`src/rtl/dtmr_pkg.sv`:
```
package dtmr_pkg;
    localparam int CTRL_W    = 32;
    localparam int EN_BIT    = 30;
    localparam int IE_BIT    = 29;
    localparam int PER_BIT   = 27;
    localparam int CRST_BIT  = 26;
    localparam int ACT_BIT   = 25;
    localparam int PS_W      = 8;
    localparam logic [CTRL_W-1:0] CTRL_RESET = 32'h0000_0005;

    typedef enum logic {
        ST_IDLE = 1'b0,
        ST_RUN  = 1'b1
    } run_state_e;
endpackage

```
`src/rtl/dtmr_prescaler.sv`:
```
module dtmr_prescaler #(
    parameter int PSW = 8
) (
    input  logic           clk,
    input  logic           rst_n,
    input  logic           run_i,
    input  logic           clr_i,
    input  logic [PSW-1:0] div_i,
    output logic           tick_o
);
    logic [PSW-1:0] phase_q;

    always_ff @(posedge clk) begin
        if (!rst_n) begin
            phase_q <= '0;
        end else if (clr_i || !run_i || (phase_q == div_i)) begin
            phase_q <= '0;
        end else begin
            phase_q <= phase_q + 1'b1;
        end
    end

    assign tick_o = run_i && !clr_i && (phase_q == div_i);
endmodule

```
`src/rtl/dtmr_fsm.sv`:
```
module dtmr_fsm
    import dtmr_pkg::*;
(
    input  logic       clk,
    input  logic       rst_n,
    input  logic       start_i,
    input  logic       stop_i,
    input  logic       done_i,
    output logic       running_o
);
    run_state_e state_q, state_d;

    always_ff @(posedge clk) begin
        if (!rst_n) state_q <= ST_IDLE;
        else        state_q <= state_d;
    end

    always_comb begin
        state_d = state_q;
        unique case (state_q)
            ST_IDLE: if (start_i)          state_d = ST_RUN;
            ST_RUN:  if (stop_i || done_i) state_d = ST_IDLE;
            default:                       state_d = ST_IDLE;
        endcase
    end

    always_comb begin
        running_o = (state_q == ST_RUN);
    end
endmodule

```
`src/rtl/dtmr_ctrl_reg.sv`:
```
module dtmr_ctrl_reg
    import dtmr_pkg::*;
(
    input  logic              clk,
    input  logic              rst_n,
    input  logic              wr_i,
    input  logic [CTRL_W-1:0] wdata_i,
    input  logic              done_i,
    input  logic              act_i,
    output logic              en_o,
    output logic              ie_o,
    output logic              per_o,
    output logic [PS_W-1:0]   ps_o,
    output logic [CTRL_W-1:0] rdata_o
);
    logic unused_wbits;
    assign unused_wbits = ^{wdata_i[31], wdata_i[28], wdata_i[ACT_BIT:PS_W]};

    always_ff @(posedge clk) begin
        if (!rst_n) begin
            en_o  <= CTRL_RESET[EN_BIT];
            ie_o  <= CTRL_RESET[IE_BIT];
            per_o <= CTRL_RESET[PER_BIT];
            ps_o  <= CTRL_RESET[PS_W-1:0];
        end else begin
            if (wr_i) begin
                ie_o  <= wdata_i[IE_BIT];
                per_o <= wdata_i[PER_BIT];
                ps_o  <= wdata_i[PS_W-1:0];
            end
            if (done_i)    en_o <= 1'b0;
            else if (wr_i) en_o <= wdata_i[EN_BIT] & ~wdata_i[CRST_BIT];
        end
    end

    always_comb begin
        rdata_o            = '0;
        rdata_o[EN_BIT]    = en_o;
        rdata_o[IE_BIT]    = ie_o;
        rdata_o[PER_BIT]   = per_o;
        rdata_o[ACT_BIT]   = act_i;
        rdata_o[PS_W-1:0]  = ps_o;
    end
endmodule

```
`src/rtl/dtmr_channel.sv`:
```
module dtmr_channel
    import dtmr_pkg::*;
#(
    parameter int DW = 32
) (
    input  logic              clk,
    input  logic              rst_n,
    input  logic              ctrl_wr_i,
    input  logic [CTRL_W-1:0] ctrl_wdata_i,
    input  logic              load_wr_i,
    input  logic [DW-1:0]     load_wdata_i,
    output logic [CTRL_W-1:0] ctrl_rdata_o,
    output logic [DW-1:0]     load_rdata_o,
    output logic [DW-1:0]     count_o,
    output logic              zero_o,
    output logic              irq_en_o
);
    localparam logic [DW-1:0] ONE = DW'(1);

    logic            en_q, ie_q, per_q, running, tick;
    logic [PS_W-1:0] ps_q;
    logic [DW-1:0]   load_q, count_q;
    logic            wr_en, crst, ps_chg, en_chg, sw_evt, expire, done;
    logic            zero_q;

    // Software events that pre-empt a tick on the same edge
    assign wr_en  = ctrl_wdata_i[EN_BIT] & ~ctrl_wdata_i[CRST_BIT];
    assign crst   = ctrl_wr_i & ctrl_wdata_i[CRST_BIT];
    assign ps_chg = ctrl_wr_i & (ctrl_wdata_i[PS_W-1:0] != ps_q);
    assign en_chg = ctrl_wr_i & (wr_en != en_q);
    assign sw_evt = load_wr_i | crst | ps_chg | en_chg;

    assign expire = tick & (count_q <= ONE);
    assign done   = expire & ~per_q;

    dtmr_ctrl_reg u_ctrl (
        .clk     (clk),
        .rst_n   (rst_n),
        .wr_i    (ctrl_wr_i),
        .wdata_i (ctrl_wdata_i),
        .done_i  (done),
        .act_i   (running),
        .en_o    (en_q),
        .ie_o    (ie_q),
        .per_o   (per_q),
        .ps_o    (ps_q),
        .rdata_o (ctrl_rdata_o)
    );

    dtmr_fsm u_fsm (
        .clk       (clk),
        .rst_n     (rst_n),
        .start_i   (ctrl_wr_i & wr_en),
        .stop_i    (ctrl_wr_i & ~wr_en),
        .done_i    (done),
        .running_o (running)
    );

    dtmr_prescaler #(.PSW(PS_W)) u_ps (
        .clk    (clk),
        .rst_n  (rst_n),
        .run_i  (running),
        .clr_i  (sw_evt),
        .div_i  (ps_q),
        .tick_o (tick)
    );

    always_ff @(posedge clk) begin
        if (!rst_n) begin
            load_q  <= '0;
            count_q <= '0;
            zero_q  <= 1'b0;
        end else begin
            zero_q <= expire;
            if (load_wr_i) begin
                load_q  <= load_wdata_i;
                count_q <= load_wdata_i;
            end else if (crst) begin
                count_q <= load_q;
            end else if (expire) begin
                count_q <= per_q ? load_q : '0;
            end else if (tick) begin
                count_q <= count_q - ONE;
            end
        end
    end

    assign load_rdata_o = load_q;
    assign count_o      = count_q;
    assign zero_o       = zero_q;
    assign irq_en_o     = ie_q;
endmodule

```
`config.mk`:
```
export PLATFORM = sky130hd
export DESIGN_NAME = dtmr_channel
export DESIGN_NICKNAME = d
export VERILOG_FILES = /design/src/rtl/dtmr_pkg.sv /design/src/rtl/dtmr_prescaler.sv /design/src/rtl/dtmr_fsm.sv /design/src/rtl/dtmr_ctrl_reg.sv /design/src/rtl/dtmr_channel.sv
export SDC_FILE = /design/constraint.sdc
export NUM_CORES = 1
export LEC_CHECK = 0
export ABC_CLOCK_PERIOD_IN_PS = 3810
export BUFFER_PORTS_ARGS = -buffer_cell sky130_fd_sc_hd__buf_2
export CAP_MARGIN = 40
export CORE_ASPECT_RATIO = 0.9
export CORE_MARGIN = 2
export CORE_UTILIZATION = 31
export CTS_BUF_LIST = sky130_fd_sc_hd__clkbuf_8
export CTS_CLUSTER_DIAMETER = 200
export CTS_CLUSTER_SIZE = 8
export DETAILED_ROUTE_END_ITERATION = 12
export MAX_ROUTING_LAYER = met4
export PLACE_DENSITY = 0.59
export SYNTH_ARGS = -nofsm -noshare
export SYNTH_HDL_FRONTEND = slang
export SYNTH_HIERARCHICAL = 1
export SYNTH_SLANG_ARGS = --single-unit
export TNS_END_PERCENT = 100
```
`constraint.sdc`:
```
create_clock -name clk -period 3.81 [get_ports clk]
set_clock_uncertainty 0.1 [all_clocks]
set_input_delay 0.762 -clock clk [delete_from_list [all_inputs] [get_ports clk]]
set_output_delay 0.762 -clock clk [all_outputs]
set_load 0.05 [all_outputs]
```
## Yosys cells after proc, flatten, opt, wreduce, memory -nomap -nowiden

Index checks and enable logic that the tools add are counted.

- Word-level logic and storage cells: 49
- Input bits: 68
- Bits in registers: 85

- Equal/unequal tests: 3
- Reductions and logical operators: 10
- Muxes and demuxes: 8
- Bitwise operators: 16
- Add/subtract/negate cells: 2
- Magnitude comparators: 1

Operators by type and width:

| kind | number |
|---|---|
| 32-bit two-way mux | 5 |
| 32-bit by 1-bit <= comparator with 1-bit output, second input constant | 1 |
| 32-bit by 1-bit subtractor with 32-bit output, second input constant | 1 |
| 8-bit by 1-bit adder with 8-bit output, second input constant | 1 |
| 1-bit AND | 8 |
| 8-bit equality test | 1 |
| 8-bit != test | 1 |
| 1-bit NOT | 5 |
| 4-bit nonzero test | 1 |
| 2-bit OR reduction | 2 |
| 1-bit logical OR | 3 |
| 1-bit OR | 3 |
| 1-bit logical AND | 2 |
| 1-bit logical NOT | 2 |
| 1-bit two-way mux | 2 |
| 1-bit one-hot mux with 2 select lines | 1 |
| 1-bit != test | 1 |

## Longest topological paths before layout

Gate-level depths: netlist (run 1).

- Depth in word-level cells: 13
- Mapped depth: 14
- Depth with buffers taken out: 11

## Modules after synthesis

The synthesis (run 1) kept the hierarchy.

Modules (own cells, without submodules):

| module | cells an instance | instances | seq. area each (um2) | area an instance (um2) |
|---|---|---|---|---|
| dtmr_channel | 504 | 1 | 1301.2 | 3916.3 |
| dtmr_ctrl_reg | 70 | 1 | 220.2 | 661.9 |
| dtmr_prescaler | 46 | 1 | 160.2 | 478.0 |
| dtmr_fsm | 4 | 1 | 20.0 | 36.3 |

## Worst setup path after synthesis (run 1)

OpenSTA, ideal clock, no wires.

- Path type: input to register
- Start point: input port ctrl_wdata_i[6]
- End point: register count_q[16], in the netlist count_o[16]
- Data arrival time: 3125 ps
- Library setup time: 117 ps
- Path slack: 468 ps
- Data required time: 3593 ps
- Path buffers: 2
- Stages: 13
- Cell sequence: xnor2_1 nand4_1 o41ai_1 nand2_1 and4b_1 clkbuf_1 nor2b_1 o2111ai_1 or4_1 buf_6 nand2_4 a21oi_2 o22a_1

- Longest elaborated chain between the ends: 11
- Elaborated cells on any way between the ends: 12
- Those cells by class: eq/ne: 1; mux: 3; bitwise: 4; reduce/logical: 4

RTL lines:

| element | line | source |
|---|---|---|
| start, declared | dtmr_channel.sv:9 | `input logic [CTRL_W-1:0] ctrl_wdata_i,` |
| 8-bit != test (*) | dtmr_channel.sv:29 | `assign ps_chg = ctrl_wr_i & (ctrl_wdata_i[PS_W-1:0] != ps_q);` |
| 1-bit AND (*) | dtmr_channel.sv:29 |  |
| 1-bit OR (*) (2 in series) | dtmr_channel.sv:31 | `assign sw_evt = load_wr_i \| crst \| ps_chg \| en_chg;` |
| via sw_evt | dtmr_channel.sv:23 | `logic wr_en, crst, ps_chg, en_chg, sw_evt, expire, done;` |
| 1-bit logical NOT (*) | dtmr_prescaler.sv:23 | `assign tick_o = run_i && !clr_i && (phase_q == div_i);` |
| 1-bit logical AND (*) (2 in series) | dtmr_prescaler.sv:23 |  |
| via tick | dtmr_channel.sv:20 | `logic en_q, ie_q, per_q, running, tick;` |
| 1-bit AND | dtmr_channel.sv:33 | `assign expire = tick & (count_q <= ONE);` |
| 32-bit two-way mux | dtmr_channel.sv:80 | `end else if (expire) begin` |
| 32-bit two-way mux | dtmr_channel.sv:78 | `end else if (crst) begin` |
| 32-bit two-way mux | dtmr_channel.sv:75 | `if (load_wr_i) begin` |
| end signal, assigned | dtmr_channel.sv:77 | `count_q <= load_wdata_i;` |
| end signal, assigned | dtmr_channel.sv:79 | `count_q <= load_q;` |
| end signal, assigned | dtmr_channel.sv:81 | `count_q <= per_q ? load_q : '0;` |
| end, declared | dtmr_channel.sv:22 | `logic [DW-1:0] load_q, count_q;` |

The timed path passes the listed nets; every way through them passes the cells marked *.
A chain may end at the register's enable or synchronous reset.

## Worst setup path after layout (run 1)

- Start point: input port ctrl_wdata_i[5]
- End point: register count_q[3], in the netlist count_o[3]

The elaborated chain is that of the path after synthesis.

==> results of run 1 <==
==> Yosys cell counts (all sizes together), types with 3 or more instances <==
cell type / instances
dfxtp: 85
nand2: 78
o21ai: 63
nor2: 45
buf: 41
xor2: 30
clkbuf: 29
a21boi: 26
a21oi: 19
mux2i: 19
nor2b: 18
a31oi: 17
nand3: 14
nor3: 14
xnor2: 13
and3: 12
nor4: 10
a211oi: 7
a221oi: 7
inv: 7
or3: 7
or4: 7
nand4: 6
nand2b: 5
o221ai: 5
a311oi: 3
ha: 3
o31ai: 3
o41ai: 3
==> logic make-up (layout without fill, tap and decap cells) <==
| logic type | count (synthesis) | count (layout) | share of synthesized area |
|---|---|---|---|
| AOI/OAI and AO/OA | 171 | 171 | 0.222 |
| xor gates and xnor gates | 43 | 43 | 0.0754 |
| adders and majority gates | 3 | 3 | 0.00737 |
| buffers and inverters | 77 | 170 | 0.0921 |
| DFF | 85 | 85 | 0.334 |
| muxes | 19 | 19 | 0.0373 |
| other | 1 | 24 | 0.000736 |
| and+or+nand+nor | 225 | 225 | 0.231 |
==> report_power, final <==
group	leakage (nW)	internal [mW]	total [mW]	switching, mW
registers	0.701	0.943	1.02	0.0788
clock network	0.112	0.361	0.694	0.333
logic	1.84	0.194	0.660	0.466
==> final timing paths <==
check | from | to
max | ctrl_wdata_i[5] | count_o[3]
min | load_rdata_o[15] | load_rdata_o[15]
max reg2reg | u_ctrl/ps_o[3] | count_o[3]
min reg2reg | load_rdata_o[15] | load_rdata_o[15]
==> sequential cells by signal, summed over array words and instances, names as in the netlist <==
name,count
u_ctrl/per_o,1
u_fsm/running_o,1
load_rdata_o,32
zero_o,1
u_ctrl/ps_o,8
u_ctrl/ie_o,1
u_ps/phase_q,8
count_o,32
u_ctrl/en_o,1
==> per-stage QoR <==
step	hold WS (ns)	power (mW)	util
after global placement	0.382	1.70	0.358
after global routing	0.414	2.50	0.372
final	0.398	2.38	0.372
after detailed placement	0.388	1.70	0.358
after floorplan	0.345	1.55	-
after CTS	0.402	2.40	0.371
==> worst reg2reg max path, cell delays in order (launching register included) <==
cell	delay, ns
dfxtp_1	0.43
xnor2_1	0.14
nand4_1	0.11
o41ai_1	0.45
nand2_1	0.11
and4b_1	0.32
nor2b_1	0.16
o2111ai_1	0.21
nor4_4	0.43
buf_4	0.31
nor2_1	0.08
a311oi_1	0.23
o31ai_1	0.09
==> cell usage in the layout (no fill, tap or decap), types with 4 or more instances in the layout <==
| master | synthesis | final |
|---|---|---|
| o221ai_1 | 5 | 5 |
| a211oi_1 | 5 | 5 |
| nand2b_1 | 5 | 5 |
| and3_1 | 12 | 12 |
| nand2_1 | 77 | 77 |
| o21ai_1 | 9 | 9 |
| dfxtp_1 | 85 | 85 |
| a221oi_1 | 7 | 7 |
| or4_4 | 4 | 4 |
| a21oi_1 | 18 | 18 |
| nand4_1 | 6 | 6 |
| a21boi_0 | 26 | 26 |
| o21ai_0 | 54 | 54 |
| nor3_1 | 13 | 13 |
| or3_1 | 7 | 7 |
| nand3_1 | 13 | 13 |
| buf_4 | 34 | 23 |
| diode_2 | 0 | 4 |
| nor2_1 | 44 | 44 |
| conb_1 | 1 | 20 |
| clkbuf_8 | 0 | 9 |
| xnor2_1 | 13 | 13 |
| nor4_1 | 6 | 6 |
| buf_2 | 0 | 125 |
| nor2b_1 | 18 | 18 |
| inv_1 | 7 | 9 |
| mux2i_1 | 19 | 19 |
| a31oi_1 | 17 | 17 |
| xor2_1 | 29 | 29 |
==> layout make-up <==
cell class	count	area share
inverters	7	0.00438
multi-input cells	481	0.499
clock inverters	6	0.0136
diodes	4	0.00167
well taps	207	0.0432
flip-flops and latches	85	0.284
clock buffers	9	0.0207
repair buffers	148	0.133
==> routing by layer <==
| metal | wire, um | GRT usage |
|---|---|---|
| met1 | 7310 | 0.235 |
| met2 | 6530 | 0.266 |
| met3 | 1050 | 0.0513 |
| met4 | 183 | 0.0434 |
| met5 | 0 | - |
==> metrics.yaml, run 1 <==
status: "finished clean"
grt_pass1_wl_um: 24400
cp.depth: 13
io_pins: 166
path_cells: "buf_2, xnor2_1, nand4_1, o41ai_1, nand2_1, and4b_1, nor2b_1, o2111ai_1, nor4_4, buf_4, nor2_1, a311oi_1, o31ai_1"
ys.flop_type: "dfxtp_1"
synth_area_sq_mm: 0.00509
cpPeakStageDelay_ns: 0.45
cts.sinks: 85
path_class: "primary input to flip-flop"
dpl.hpwl_um: 11000
worstPathRequired_ns: 3.96
rsz0062_at_grt: "false"
drive_gt1_frac: 0.246
antenna_found_initial: 4
gr-total-overflow: 0
viasPerCell: 5.06
critPathLaunchType: "primary input"
post-route-period-util: 0.881
core_area_sq_mm: 0.0161
nets: 803
grt_usage: 0.177
dieHeight_um: 126
yosys-top-cells-area: "dfxtp_1, nand2_1, o21ai_0"
ys_warn_count: 6
synth_top_cell_by_area: "dfxtp_1"
min_path_type: "flip-flop to flip-flop"
synth_cells: 624
synth_edf_count: 0
first_pass_iters: 4
place_congestion: 0.818
cp_slowest_cell: "o41ai_1"
drcViolationCount: 0
cts.path.max_buffers: 2
finalSetupTns_ns: 0
syn_avg_cell_area_sq_um: 8.16
fin_area_sq_mm: 0.00599
fillers: 1695
vdd_ir_drop_max_uv: 210
hold_depth: 2
slew_viol_final: 0
fin_crit_ns: 3.36
cts_root_buf: "clkbuf_8"
cap_violations: 0
die_width_um: 139
grt_max_degree: 44
pwr_density_cell_mw_per_mm2: 397
crit_family: "simple AND/OR/NAND/NOR gates"
r2r_setup_slack_ns: 0.53
setup_viol: 0
drt_wl_total_um: 15100
crit_arrival_ns: 3.51
endpoint_kind: "flip-flop"
numPortBuffers: 125
cts_setup_buffers: 0
ctsHoldBuffers: 0
clk_latency_ns: 0.36
regArea_sq_mm: 0.00170
grt_pass1_vias: 4513
path_buf_inv: 2
dpl.cell_count: 928
ys_async_sr_fraction: 0
htree_levels: 3
placed_area_sq_mm: 0.00578
numCtsBuffers: 9
areaGrowthSynthToFinish_pct: 17.7
placement_rows: 44
multi_input_area_sq_mm: 0.00299
finalNonFillerCells: 947
worstMarginPinSlew_ns: 0.756
fmax_mhz: 298
final_antenna_net_count: 0
wl_per_cell_um: 15.9
hold_viol_final: 0
power_leakage_nw: 2.65
dr_total_vias: 4789
cts_resized: 0
start_util: 0.316
path_max_fanout: 21
cts_tree: "done"
synth_cell_types: 63
preCtsSetupSlack_ns: 0.0682
reg2reg_depth: 12
ys_seq_area_frac: 0.334
dieArea_sq_mm: 0.0175
drtIter0Drc: 289
clkTransAtPathRegs_ns: 0.08
yosysTopAreaCellShare: 0.334
finalWorstSetupSlack_ns: 0.455
yosys_register_bits: 85
max-slew-margin-rel: 0.496
Note: power is estimated with default switching activity, not from simulation.
==> run 2: changes to the inputs <==
ABC_AREA = 1   (was default)
CTS_CLUSTER_DIAMETER = default   (was 200)
PLACE_DENSITY = 0.58   (was 0.59)
REMOVE_ABC_BUFFERS = 1   (was default)
==> metrics.yaml, run 2 <==
slew_viol_final: 0  # unchanged
synth_cells: 913  # +46%
place_congestion: 0.908  # +11%
endpoint_kind: "flip-flop"
grt_max_degree: 46  # +4.5%
cts.path.max_buffers: 2  # unchanged
syn_avg_cell_area_sq_um: 6.21  # -24%
drcViolationCount: 0  # unchanged
placed_area_sq_mm: 0.00630  # +9.0%
synth_edf_count: 0  # unchanged
synth.most_common_cell: "nand2_1"
dieArea_sq_mm: 0.0194  # +11%
numPortBuffers: 125  # unchanged
synth_cell_types: 40  # -37%
crit_arrival_ns: 3.34  # -0.17 ns
fin_util: 0.367  # -0.00480
ys.flop_type: "dfxtp_1"
cpPeakStageDelay_ns: 0.27  # -0.18 ns
power_leakage_nw: 3.13  # +18%
gr-total-overflow: 0  # unchanged
rsz0062_at_grt: "false"
ys_warn_count: 6  # unchanged
hold_viol_final: 0  # unchanged
drive_gt1_frac: 0.199  # -0.0467
drtIter0Drc: 313  # +8.3%
min_path_type: "flip-flop to flip-flop"
worstMarginPinSlew_ns: 0.701  # -0.0549 ns
ys_seq_area_frac: 0.300  # -0.0341
critPathLaunchType: "primary input"
placement_rows: 46  # +4.5%
core_area_sq_mm: 0.0178  # +10%
fmax_mhz: 320  # +7.5%
final_antenna_net_count: 0  # unchanged
critical_path.most_common_cell: "nand2_1"
cts_resized: 0  # unchanged
pwr_density_cell_mw_per_mm2: 391  # -1.3%
crit_family: "simple AND/OR/NAND/NOR gates"
synth_commonest_cells: "nand2_1, nor2_1, dfxtp_1, inv_1, nand3_1"
numCtsBuffers: 9  # unchanged
die_width_um: 147  # +5.4%
dpl.hpwl_um: 13000  # +18%
viasPerCell: 4.54  # -10%
path_class: "primary input to flip-flop"
grt_pass1_wl_um: 28200  # +15%
layout.cells.most_common: "nand2_1"
start_util: 0.319  # +0.00314
clkTransAtPathRegs_ns: 0.09  # about the same
cp_slowest_cell: "nor2_1"
post-route-period-util: 0.819  # -0.0616
synth_top_cell_by_area: "dfxtp_1"
path_max_fanout: 36  # +71%
drt_wl_total_um: 17600  # +17%
dieHeight_um: 132  # +5.3%
fin_crit_ns: 3.12  # -0.235 ns
cap_violations: 0  # unchanged
areaGrowthSynthToFinish_pct: 15.0
dr_total_vias: 5700  # +19%
clk_latency_ns: 0.39  # +0.03 ns
status: "finished clean"
synth_area_sq_mm: 0.00567  # +11%
wl_per_cell_um: 14.0  # -12%
grt_pass1_vias: 5195  # +15%
vdd_ir_drop_max_uv: 128  # -39%
cts_tree: "done"
yosysTopAreaCellShare: 0.300  # -0.0341
nets: 1080  # +34%
ctsHoldBuffers: 0  # unchanged
finalSetupTns_ns: 0  # unchanged
layout_common_cells: "nand2_1, buf_2, nor2_1"
max-slew-margin-rel: 0.532  # +0.0361
cts_root_buf: "clkbuf_8"
yosys_register_bits: 85  # unchanged
antenna_found_initial: 1  # -3
first_pass_iters: 5  # +1
path_cells: "buf_2, xor2_1, nor3b_1, nand3_1, nor3_1, o21ai_0, inv_1, nand2_1, nor2_1, nand3_1, nor2_1, nand2_1, nor2_8, nand2_8, inv_8, nand2_1, nand2_1, nand2_1, a21oi_1"
io_pins: 166  # unchanged
path_buf_inv: 3  # +1
htree_levels: 3  # unchanged
cts_setup_buffers: 0  # unchanged
ys_async_sr_fraction: 0  # unchanged
setup_viol: 0  # unchanged
cts.sinks: 85  # unchanged
fin_area_sq_mm: 0.00652  # +8.8%
grt_usage: 0.187  # +0.0102
worstPathRequired_ns: 4.03  # +0.07 ns
yosys-top-cells-area: "dfxtp_1, nand2_1, nor2_1"
==> run 2: cell count changes in the layout (fill, tap and decap cells not counted), sizes merged, moves of 18 or more <==
cell and delta:
nand2 +197, nor2 +89, inv +79, nand3 +60, a21oi +47, a21boi -26
xor2 -25, mux2i -19, nor2b -18
==> run 2: layer usage <==
metal / GRT usage / vias up / wire length [um]
met5: - / - / 0
met4: 0.0588 / 0 / 282
met3: 0.0343 / 17 / 1000
met2: 0.274 / 140 / 7440
met1: 0.261 / 2492 / 8860
li1: - / 3051 / -
==> run 2: kinds of logic (layout without fill, tap and decap cells) <==
kind of cell	after synthesis	count (layout)	synth area share
other	1	21	0.000661
AO/OA/AOI/OAI	150	150	0.136
buffers and inverters	156	238	0.138
adder cells (fa/ha/maj)	3	3	0.00662
flip-flops	85	85	0.300
XOR/XNOR	13	13	0.0201
AND/OR/NAND/NOR	505	505	0.399
==> run 2: through the flow <==
stage               setup WS (ns)  hold slack, ns  std cells  total power, mW
global placement            0.255           0.379       1238             1.83
global route                0.377           0.425       1255             2.70
detailed placement          0.248           0.384       1238             1.83
CTS                         0.646           0.401       1254             2.58
finish                      0.690           0.399       1255             2.55
floorplan                0.000710           0.351        863             1.60
==> run 2: final cells by class <==
type,count,area [sq um]
Inverter,87,334
Timing Repair Buffer,135,701
Clock buffer,9,124
Multi-Input combinational cell,691,3260
Clock inverter,7,98.8
Sequential cell,85,1700
Antenna cell,1,2.50
Fill cell,2010,11300
Tap cell,240,300
==> run 2: tightest hold or removal path: stages, from the launching register on <==
cell     delay, ns
dfxtp_1       0.33
nand2_1       0.08
a21oi_1       0.05
==> run 2: worst paths after layout <==
check	depth (start not counted)	startpoint	endpoint	slack, ns
hold / removal	2	load_rdata_o[11]	load_rdata_o[11]	0.40
setup reg to reg	18	u_ctrl/ps_o[7]	count_o[16]	0.79
hold reg to reg	2	load_rdata_o[11]	load_rdata_o[11]	0.40
setup / recovery	19	ctrl_wdata_i[7]	count_o[16]	0.69
==> run 2: power by group <==
group | leakage [nW] | internal (mW) | total [mW] | switching, mW
logic | 2.32 | 0.203 | 0.787 | 0.584
clock network | 0.110 | 0.373 | 0.744 | 0.371
registers | 0.702 | 0.944 | 1.02 | 0.0766
